$ cat config.mk
export PLATFORM = sky130hd
export DESIGN_NAME = seg_addr_gen
export DESIGN_NICKNAME = d
export VERILOG_FILES = /design/src/rtl/seg_addr_pkg.sv /design/src/rtl/sag_offset.sv /design/src/rtl/sag_desc_file.sv /design/src/rtl/sag_check.sv /design/src/rtl/seg_addr_gen.sv
export SDC_FILE = /design/constraint.sdc
export NUM_CORES = 1
export LEC_CHECK = 0
export BUFFER_PORTS_ARGS = -buffer_cell sky130_fd_sc_hd__buf_2
export CAP_MARGIN = 15
export CORE_ASPECT_RATIO = 1.75
export CORE_MARGIN = 8
export CORE_UTILIZATION = 55
export CTS_CLUSTER_DIAMETER = 40
export CTS_CLUSTER_SIZE = 28
export DETAILED_ROUTE_END_ITERATION = 8
export GPL_ROUTABILITY_DRIVEN = 0
export PLACE_DENSITY = 0.85
export SYNTH_ARGS = -nofsm -noshare
export SYNTH_HDL_FRONTEND = slang
export SYNTH_SLANG_ARGS = --single-unit
$ cat constraint.sdc
create_clock -name clk -period 12.7 [get_ports clk]
set_input_delay 1.27 -clock clk [delete_from_list [all_inputs] [get_ports clk]]
set_output_delay 1.27 -clock clk [all_outputs]
set_load 0.02 [all_outputs]
$ cat src/rtl/seg_addr_pkg.sv
package seg_addr_pkg;
    localparam int ADDR_W      = 32;
    localparam int SELECTOR_W  = 16;
    localparam int RIGHTS_W    = 3;
    localparam int PRESENT_BIT = 2;
    localparam int TBL_IDX_W   = SELECTOR_W - 3;

    typedef logic [ADDR_W-1:0] addr_t;

    typedef enum logic [1:0] {
        DISP_NONE = 2'd0,
        DISP_BYTE = 2'd1,
        DISP_WORD = 2'd2,
        DISP_RSVD = 2'd3
    } disp_size_e;

    typedef struct packed {
        logic [SELECTOR_W-1:0] selector;
        addr_t                 base;
        addr_t                 limit;
        logic [RIGHTS_W-1:0]   rights;
    } seg_desc_t;

    typedef struct packed {
        addr_t                eff_off;
        addr_t                lin_addr;
        logic                 limit_fault;
        logic                 priv_fault;
        logic                 seg_absent;
        logic                 addr_ok;
        logic [TBL_IDX_W-1:0] tbl_index;
        logic                 tbl_local;
        logic [1:0]           rpl;
    } agu_result_t;

    function automatic addr_t extend_disp(disp_size_e sz, addr_t raw);
        case (sz)
            DISP_BYTE: return {{(ADDR_W-8){raw[7]}}, raw[7:0]};
            DISP_WORD: return raw;
            default:   return '0;
        endcase
    endfunction

    function automatic logic exceeds_limit(addr_t off, logic [1:0] acc_code, addr_t lim);
        logic [ADDR_W:0] span;
        logic [ADDR_W:0] last;
        span = (ADDR_W+1)'((4'd1 << acc_code) - 4'd1);
        last = {1'b0, off} + span;
        return last > {1'b0, lim};
    endfunction

    function automatic logic priv_exceeds(logic [1:0] cur, logic [1:0] req, logic [1:0] dpl);
        logic [1:0] eff;
        eff = (cur > req) ? cur : req;
        return eff > dpl;
    endfunction
endpackage

$ cat src/rtl/sag_offset.sv
module sag_offset
    import seg_addr_pkg::*;
(
    input  logic       base_valid,
    input  addr_t      base_val,
    input  logic       index_valid,
    input  addr_t      index_val,
    input  logic [1:0] scale_code,
    input  disp_size_e disp_size,
    input  addr_t      disp_val,
    output addr_t      eff_off
);
    addr_t base_term;
    addr_t index_term;
    addr_t disp_term;

    always_comb begin
        base_term  = base_valid  ? base_val : '0;
        index_term = index_valid ? (index_val << scale_code) : '0;
        disp_term  = extend_disp(disp_size, disp_val);
        eff_off    = base_term + index_term + disp_term;
    end

    // with every term omitted the offset must be zero
    always_comb begin
        if (!base_valid && !index_valid && (disp_size == DISP_NONE || disp_size == DISP_RSVD))
            a_r2_empty_offset: assert (eff_off == '0);
    end
endmodule

$ cat src/rtl/sag_desc_file.sv
module sag_desc_file
    import seg_addr_pkg::*;
#(
    parameter int NUM_SEGS  = 6,
    parameter int SEG_SEL_W = 3
) (
    input  logic                 clk,
    input  logic                 rst,
    input  logic                 wr_en,
    input  logic [SEG_SEL_W-1:0] wr_sel,
    input  seg_desc_t            wr_desc,
    input  logic [SEG_SEL_W-1:0] rd_sel,
    output seg_desc_t            rd_desc,
    output logic                 rd_hit
);
    seg_desc_t            entries [NUM_SEGS];
    logic [NUM_SEGS-1:0]  present_vec;

    for (genvar g = 0; g < NUM_SEGS; g++) begin : g_entry
        always_ff @(posedge clk) begin
            if (rst)
                entries[g] <= '0;
            else if (wr_en && wr_sel == SEG_SEL_W'(g))
                entries[g] <= wr_desc;
        end
        assign present_vec[g] = entries[g].rights[PRESENT_BIT];

        a_r9_write_lands: assert property (@(posedge clk) disable iff (rst)
            (wr_en && wr_sel == SEG_SEL_W'(g)) |=>
                (entries[g].base == $past(wr_desc.base) && entries[g].limit == $past(wr_desc.limit)));
    end

    always_comb begin
        rd_desc = '0;
        rd_hit  = 1'b0;
        for (int k = 0; k < NUM_SEGS; k++) begin
            if (rd_sel == SEG_SEL_W'(k)) begin
                rd_desc = entries[k];
                rd_hit  = 1'b1;
            end
        end
    end

    a_r11_reset_absent: assert property (@(posedge clk) rst |=> (present_vec == '0));
endmodule

$ cat src/rtl/sag_check.sv
module sag_check
    import seg_addr_pkg::*;
(
    input  seg_desc_t   desc,
    input  logic        hit,
    input  addr_t       eff_off,
    input  logic [1:0]  cpl,
    input  logic [1:0]  acc_code,
    output agu_result_t res
);
    always_comb begin
        res             = '0;
        res.eff_off     = eff_off;
        res.lin_addr    = desc.base + eff_off;
        res.seg_absent  = !hit || !desc.rights[PRESENT_BIT];
        res.limit_fault = exceeds_limit(eff_off, acc_code, desc.limit);
        res.priv_fault  = priv_exceeds(cpl, desc.selector[1:0], desc.rights[1:0]);
        res.addr_ok     = !(res.seg_absent || res.limit_fault || res.priv_fault);
        res.tbl_index   = desc.selector[SELECTOR_W-1:3];
        res.tbl_local   = desc.selector[2];
        res.rpl         = desc.selector[1:0];
    end
endmodule

$ cat src/rtl/seg_addr_gen.sv
module seg_addr_gen
    import seg_addr_pkg::*;
#(
    parameter int NUM_SEGS  = 6,
    parameter int SEG_SEL_W = 3
) (
    input  logic                  clk,
    input  logic                  rst,
    input  logic                  req_valid,
    input  logic                  base_valid,
    input  logic [31:0]           base_val,
    input  logic                  index_valid,
    input  logic [31:0]           index_val,
    input  logic [1:0]            scale_code,
    input  logic [1:0]            disp_size,
    input  logic [31:0]           disp_val,
    input  logic [SEG_SEL_W-1:0]  seg_sel,
    input  logic [1:0]            cpl,
    input  logic [1:0]            acc_size,
    input  logic                  wr_en,
    input  logic [SEG_SEL_W-1:0]  wr_sel,
    input  logic [15:0]           wr_selector,
    input  logic [31:0]           wr_base,
    input  logic [31:0]           wr_limit,
    input  logic [2:0]            wr_rights,
    output logic                  out_valid,
    output logic [31:0]           eff_off,
    output logic [31:0]           lin_addr,
    output logic                  addr_ok,
    output logic                  limit_fault,
    output logic                  priv_fault,
    output logic                  seg_absent,
    output logic [12:0]           tbl_index,
    output logic                  tbl_local,
    output logic [1:0]            req_rpl
);
    addr_t       off_d;
    seg_desc_t   wr_desc;
    seg_desc_t   rd_desc;
    logic        rd_hit;
    agu_result_t res_d;
    agu_result_t res_q;
    logic        valid_q;

    assign wr_desc = '{selector: wr_selector, base: wr_base, limit: wr_limit, rights: wr_rights};

    sag_offset u_offset (
        .base_valid  (base_valid),
        .base_val    (base_val),
        .index_valid (index_valid),
        .index_val   (index_val),
        .scale_code  (scale_code),
        .disp_size   (disp_size_e'(disp_size)),
        .disp_val    (disp_val),
        .eff_off     (off_d)
    );

    sag_desc_file #(.NUM_SEGS(NUM_SEGS), .SEG_SEL_W(SEG_SEL_W)) u_desc (
        .clk     (clk),
        .rst     (rst),
        .wr_en   (wr_en),
        .wr_sel  (wr_sel),
        .wr_desc (wr_desc),
        .rd_sel  (seg_sel),
        .rd_desc (rd_desc),
        .rd_hit  (rd_hit)
    );

    sag_check u_check (
        .desc     (rd_desc),
        .hit      (rd_hit),
        .eff_off  (off_d),
        .cpl      (cpl),
        .acc_code (acc_size),
        .res      (res_d)
    );

    always_ff @(posedge clk) begin
        if (rst) begin
            valid_q <= 1'b0;
            res_q   <= '0;
        end else begin
            valid_q <= req_valid;
            if (req_valid)
                res_q <= res_d;
        end
    end

    assign out_valid   = valid_q;
    assign eff_off     = res_q.eff_off;
    assign lin_addr    = res_q.lin_addr;
    assign addr_ok     = res_q.addr_ok;
    assign limit_fault = res_q.limit_fault;
    assign priv_fault  = res_q.priv_fault;
    assign seg_absent  = res_q.seg_absent;
    assign tbl_index   = res_q.tbl_index;
    assign tbl_local   = res_q.tbl_local;
    assign req_rpl     = res_q.rpl;

    a_r10_valid_follows: assert property (@(posedge clk) disable iff (rst)
        req_valid |=> out_valid);
    a_r10_idle_quiet: assert property (@(posedge clk) disable iff (rst)
        !req_valid |=> !out_valid);
    a_r10_hold_result: assert property (@(posedge clk) disable iff (rst)
        !req_valid |=> ($stable(lin_addr) && $stable(eff_off)));
    a_r7_absent_blocks_ok: assert property (@(posedge clk) disable iff (rst)
        (req_valid && seg_sel >= SEG_SEL_W'(NUM_SEGS)) |=> (seg_absent && !addr_ok));
endmodule

After elaboration in Yosys (flattened, before gate mapping)
Memories as Yosys holds them, arrays and structs flattened.
Index checks and enable logic that the tools add are counted.
{ "word_totals": {"memories": 1, "register_bits": 85, "latch_bits": 0, "romBits": 0, "ram_bits": 498, "inputBits": 199} }
{ "memory_table": {"columns": ["name", "depth", "width", "rd", "rd_ports_with_merged_regs", "write_ports", "line", "rtl"], "rows": [
  ["u_desc.entries", 6, 83, 6, 0, 6, "sag_desc_file.sv:16", "seg_desc_t entries [NUM_SEGS];"]
]} }
{ "op_classes": {"mul": 0, "n_addsub": 5, "n_bitwise": 6, "n_lt_le_gt_ge": 3, "reduce_logical": 14, "div_mod_pow": 0, "n_mux": 42, "shift": 2, "eq_ne": 12} }
{ "op_table": {"columns": ["operator", "n"], "rows": [
  ["83-bit 2-to-1 mux", 12],
  ["32-bit adder", 3],
  ["32-bit 2-to-1 mux", 2],
  ["32-bit case mux with 2 select lines", 1],
  ["32-bit by 33-bit adder with 33-bit output", 1],
  ["33-bit by 32-bit greater-than comparator with 1-bit output", 1],
  ["1-bit by 2-bit << shifter with 33-bit output (first input constant)", 1],
  ["33-bit by 1-bit subtractor with 33-bit output (second input constant)", 1],
  ["32-bit by 2-bit << shifter with 32-bit output", 1],
  ["1-bit 2-to-1 mux", 26],
  ["3-bit by 2-bit == test with 1-bit output (second input constant)", 4],
  ["3-bit == test (second input constant)", 4],
  ["3-bit by 1-bit == test with 1-bit output (second input constant)", 2],
  ["1-bit logical AND", 6],
  ["3-bit logical NOT", 2],
  ["1-bit OR", 6],
  ["2-bit greater-than comparator", 2],
  ["1-bit logical NOT", 3],
  ["1-bit logical OR", 3],
  ["2-bit by 1-bit == test with 1-bit output (second input constant)", 1],
  ["2-bit == test (second input constant)", 1],
  ["2-bit 2-to-1 mux", 1]
]} }

Longest topological paths before layout
{ "depth": {"ltp_word": 12, "mapped_depth": 42, "ltp_nobuf": 41} }

By module
Synthesis repeated with hierarchy kept, for this count alone.
{ "hier_totals": {"hier_cells": 3069, "hier_area_um2": 34545.6} }
{ "modules_own_cells": {"columns": ["mod", "area_per_inst_um2", "cells_per_inst", "n_inst"], "rows": [
  ["sag_desc_file", 22933.2, 1646, 1],
  ["sag_check", 4589.4, 646, 1],
  ["sag_offset", 3977.6, 504, 1],
  ["seg_addr_gen", 3045.4, 273, 1]
]} }

Least setup slack after synthesis
Ideal clock, no wire load.
{ "synth_path": {"kind": "input-to-reg", "from": "input scale_code[0]", "to": "register res_q, in the netlist addr_ok", "arrival_time_ns": 9.545, "n_path_buf": 3, "stages": 38, "setup_ns": 0.096, "slack_ns": 3.059, "path_cell_list": "clkbuf_1 > buf_1 > clkbuf_1 > mux2i_1 > o21ai_0 > nand2_1 > fa_1 > inv_1 > fa_1 > a211oi_2 > o21ai_2 > o21ai_2 > nand2b_1 > a21o_1 > a21oi_1 > xnor2_1 > inv_1 > ha_1 > (+2 left out) > maj3_1 > a21oi_1 > a21oi_1 > o31ai_1 > o21ai_1 > a221oi_2 > xnor2_1 > ha_1 > a2111oi_0 > and3b_1 > o21ai_0 > a21oi_1 > o31ai_1 > a31oi_1 > nand2_1 > a2111oi_4 > a211oi_2 > o41ai_2"} }
{ "synth_via": {"elab_chain_cells": 9} }
{ "synth_lines": {"columns": ["item", "line", "rtl"], "rows": [
  ["start, declared", "seg_addr_gen.sv:14", "input logic [1:0] scale_code,"],
  ["32-bit by 2-bit << shifter with 32-bit output", "sag_offset.sv:19", "index_term = index_valid ? (index_val << scale_code) : '0;"],
  ["32-bit 2-to-1 mux", "sag_offset.sv:19", null],
  ["32-bit adder (2 in a row)", "sag_offset.sv:21", "eff_off = base_term + index_term + disp_term;"],
  ["via off_d[13]", "seg_addr_gen.sv:37", "addr_t off_d;"],
  ["32-bit by 33-bit adder with 33-bit output", "seg_addr_pkg.sv:48", "last = {1'b0, off} + span;"],
  ["33-bit by 32-bit greater-than comparator with 1-bit output", "seg_addr_pkg.sv:49", "return last > {1'b0, lim};"],
  ["1-bit logical OR (2 in a row)", "sag_check.sv:18", "res.addr_ok = !(res.seg_absent || res.limit_fault || res.priv_fault);"],
  ["1-bit logical NOT", "sag_check.sv:18", null],
  ["end signal, assigned", "seg_addr_gen.sv:85", "res_q <= res_d;"],
  ["end, declared", "seg_addr_gen.sv:42", "agu_result_t res_q;"]
]} }
The timed path passes the listed nets, and every way through them passes these cells.
A chain may end at the register's enable or synchronous reset.

Worst setup path in the final report
{ "layout_path": {"from": "input disp_size[0]", "to": "register res_q, in the netlist addr_ok"} }
{ "layout_via": {"elab_chain_cells": 8, "elab_cells_between_ends": 9} }
{ "layout_lines": {"columns": ["item", "line", "rtl"], "rows": [
  ["start, declared", "seg_addr_gen.sv:15", "input logic [1:0] disp_size,"],
  ["2-bit == test / 2-bit by 1-bit == test with 1-bit output (equally long branches)", "seg_addr_pkg.sv:37", "case (sz)"],
  ["32-bit case mux with 2 select lines *", "seg_addr_pkg.sv:37", null],
  ["32-bit adder *", "sag_offset.sv:21", null],
  ["via off_d[13]", "seg_addr_gen.sv:37", null],
  ["32-bit by 33-bit adder with 33-bit output *", "seg_addr_pkg.sv:48", null],
  ["33-bit by 32-bit greater-than comparator with 1-bit output *", "seg_addr_pkg.sv:49", null],
  ["1-bit logical OR * (2 in a row)", "sag_check.sv:18", null],
  ["1-bit logical NOT *", "sag_check.sv:18", null]
]} }
Mark *: on every way through the listed nets, which the timed path passes. The rest lies on a longest branch.

==> results.sh <==
export IMPL_die_area_sq_um=68700
export IMPL_die_h_um=341
export IMPL_critPathRequiredTime_ns=13.21
export IMPL_synth_top_area_share_pct=45.1
export IMPL_synthCells=2887
export IMPL_finalMaxSlewViolations=0
export IMPL_post_route_period_util_pct=81.9
export IMPL_run_status="complete, no violations"
export IMPL_tightest_slew_ns=1.18
export IMPL_vias=24012
export IMPL_grt_usage_pct=26.8
export IMPL_start_util_pct=55.4
export IMPL_relSlewSlack_pct=20.7
export IMPL_synth_async_reset_ratio_pct=0
export IMPL_worstSetupPathType="in -> reg"
export IMPL_clkTransAtPathRegs_ns=0.09
export IMPL_grt_pass1_vias=24046
export IMPL_synth_area_per_cell_sq_um=11.5
export IMPL_max_vdd_ir_drop_mv=0.103
export IMPL_hpwl_mm=64.0
export IMPL_cp_arrival_ns=10.91
export IMPL_cts_setup_buffers=0
export IMPL_grt_pass1_wl_mm=143
export IMPL_synth_ff_type="edfxtp_1"
export IMPL_totalWireLength_mm=95.1
export IMPL_critical_path_max_fanout=25
export IMPL_grt_ovfl_total=0
export IMPL_ctsHtreeMaxLevel=2
export IMPL_finalCriticalPeriod_ns=10.40
export IMPL_fin_util_pct=61.4
export IMPL_yosys_top_cells_count="and2_1, edfxtp_1, nand2_1, nor2_1, mux2i_1"
export IMPL_rr_worst_depth=16
export IMPL_ys_ff_latch=583
export IMPL_rsz0062_at_grt="no"
export IMPL_boundaryPins=284
export IMPL_ctsResizeCount=0
export IMPL_critPathMaxStageDelay_ns=0.71
export IMPL_syn2layout_area_growth_pct=10.8
export IMPL_numCtsBuffers=39
export IMPL_fp_dieW_um=202
export IMPL_ys_seq_area_share_pct=50.3
export IMPL_hp_class="reg -> reg"
export IMPL_total_power_mw=5.72
export IMPL_postLayoutCellArea_sq_um=36700
export IMPL_synth_edff_count=498
export IMPL_fmax_mhz=96.1
export IMPL_crit_slowest_cell="ha_1"
export IMPL_grt_max_degree=84
export IMPL_cts_tree="yes"
export IMPL_fin_skew_ns=0.0339
export IMPL_cts_sinks=583
export IMPL_detail_route_antenna_nets=0
export IMPL_antenna_found_initial=36
export IMPL_post_drt_wl_per_cell_um=24.2
export IMPL_ys_warn_count=0
export IMPL_ys_types=97
export IMPL_cts_hold_buf=0
export IMPL_nets=3438
export IMPL_cts_buffer_depth=3
export IMPL_hold_slack_ns=0.485
export IMPL_syn_num_nets=3246
export IMPL_fin_setup_tns_ns=0
export IMPL_portBuffers=283
export IMPL_drt_pass1_iter_count=8
export IMPL_initialDrtViolationCount=2514
export IMPL_dpl_instance_area_sq_um=35200
export IMPL_leakagePower_nw=14.8
export IMPL_hold_viol_final=0
export IMPL_drv_cap=0
export IMPL_via_per_inst=6.12
export IMPL_row_count=119
export IMPL_whs_path_depth=2
export IMPL_end_kind="register"
export IMPL_synth_most_common_cell="and2_1"
export IMPL_final_layout_size_suffix_gt1_share_pct=17.5
export IMPL_synth_top_area_cell="edfxtp_1"
export IMPL_core_sq_um=59900
export IMPL_power_density_nw_per_um2=156
export IMPL_drc=0
export IMPL_synth_area_top_cells="edfxtp_1, and2_1, dfxtp_1"
export IMPL_setup_viol=0
export IMPL_root_buffer="clkbuf_16"
export IMPL_clk_latency_ns=0.61
export IMPL_syn_area_sq_um=33100
export IMPL_worstSetupStartpointType="input pin"
==> cell usage in the layout (no fill, tap or decap), drive strengths merged, types with 10 or more instances in the layout <==
cell type / Yosys / layout
dfxtp: 85 / 85
a21o: 57 / 57
and2: 520 / 520
nand4: 15 / 15
diode: 0 / 29
clkbuf: 131 / 41
xor2: 23 / 23
ha: 126 / 126
a211o: 12 / 12
inv: 124 / 139
fa: 34 / 34
a21oi: 139 / 139
o211ai: 18 / 18
buf: 33 / 315
nand3: 24 / 24
nor3: 26 / 26
mux2i: 137 / 137
mux4: 72 / 72
a211oi: 20 / 20
edfxtp: 498 / 498
clkinv: 3 / 17
nor2b: 10 / 10
a31oi: 12 / 12
a222oi: 18 / 18
o21ai: 131 / 131
xnor2: 55 / 55
mux2: 29 / 29
nor2: 166 / 166
o21bai: 12 / 12
nand2: 197 / 197
nand2b: 19 / 19
==> critical path: cells and delay by family <==
kind,cells,cell delay [ns]
xor+xnor,2,0.41
fa+ha+maj,7,2.78
simple gates,6,1.31
compound gates,20,4.88
buf+inv,3,0.24
==> cell families after synthesis <==
logic type,share of synthesized area (%)
adder cells (fa/ha/maj),7.03
flip-flops,50.3
AO/OA/AOI/OAI,10.6
XOR/XNOR,2.15
buffers and inverters,3.44
multiplexers,10.0
AND/OR/NAND/NOR,16.5
==> layout make-up <==
| type | instances | area, sq um |
|---|---|---|
| repair buffers | 315 | 1670 |
| flip-flops and latches | 583 | 16700 |
| fillers | 4608 | 23100 |
| multi-input cells | 2013 | 15500 |
| clock inverters | 30 | 397 |
| well taps | 786 | 983 |
| diodes | 29 | 72.6 |
| clock buffers | 41 | 1000 |
| inverters | 127 | 477 |
==> report_power, final <==
part           switching [mW]  internal (mW)  total (mW)
Combinational            1.22          0.794        2.02
Sequential             0.0680           2.23        2.30
Clock                   0.749          0.654        1.40
==> per-stage QoR <==
step | instances | worst slack [ns]
2_1_floorplan | 2887 | 3.06
3_3_place_gp | 3824 | 2.14
3_5_place_dp | 3824 | 1.85
4_1_cts | 3895 | 2.48
5_1_grt | 3910 | 1.67
6_report | 3924 | 2.30
==> sequential cells by signal (all words and copies together), names as in the netlist <==
register	cells
lin_addr	32
tbl_local	1
eff_off	32
limit_fault	1
priv_fault	1
out_valid	1
u_desc.entries	498
addr_ok	1
req_rpl	2
seg_absent	1
tbl_index	13
==> layer usage <==
layer	GRT usage, %	part of all wire (%)	vias up
li1	-	-	10808
met5	0	0.098	-
met4	15.2	5.1	14
met2	46.4	50	1233
met1	30.1	35	11696
met3	6.12	9.1	261
==> path summary, 6_finish.rpt <==
kind | slack [ns] | from | endpoint
worst max-delay path | 2.30 | disp_size[0] | addr_ok
worst min-delay path | 0.48 | lin_addr[26] | lin_addr[26]
worst max register to register | 7.72 | u_desc.entries[1][121] | lin_addr[31]
worst min register to register | 0.48 | lin_addr[26] | lin_addr[26]
Note: power is estimated with default switching activity, not from simulation.
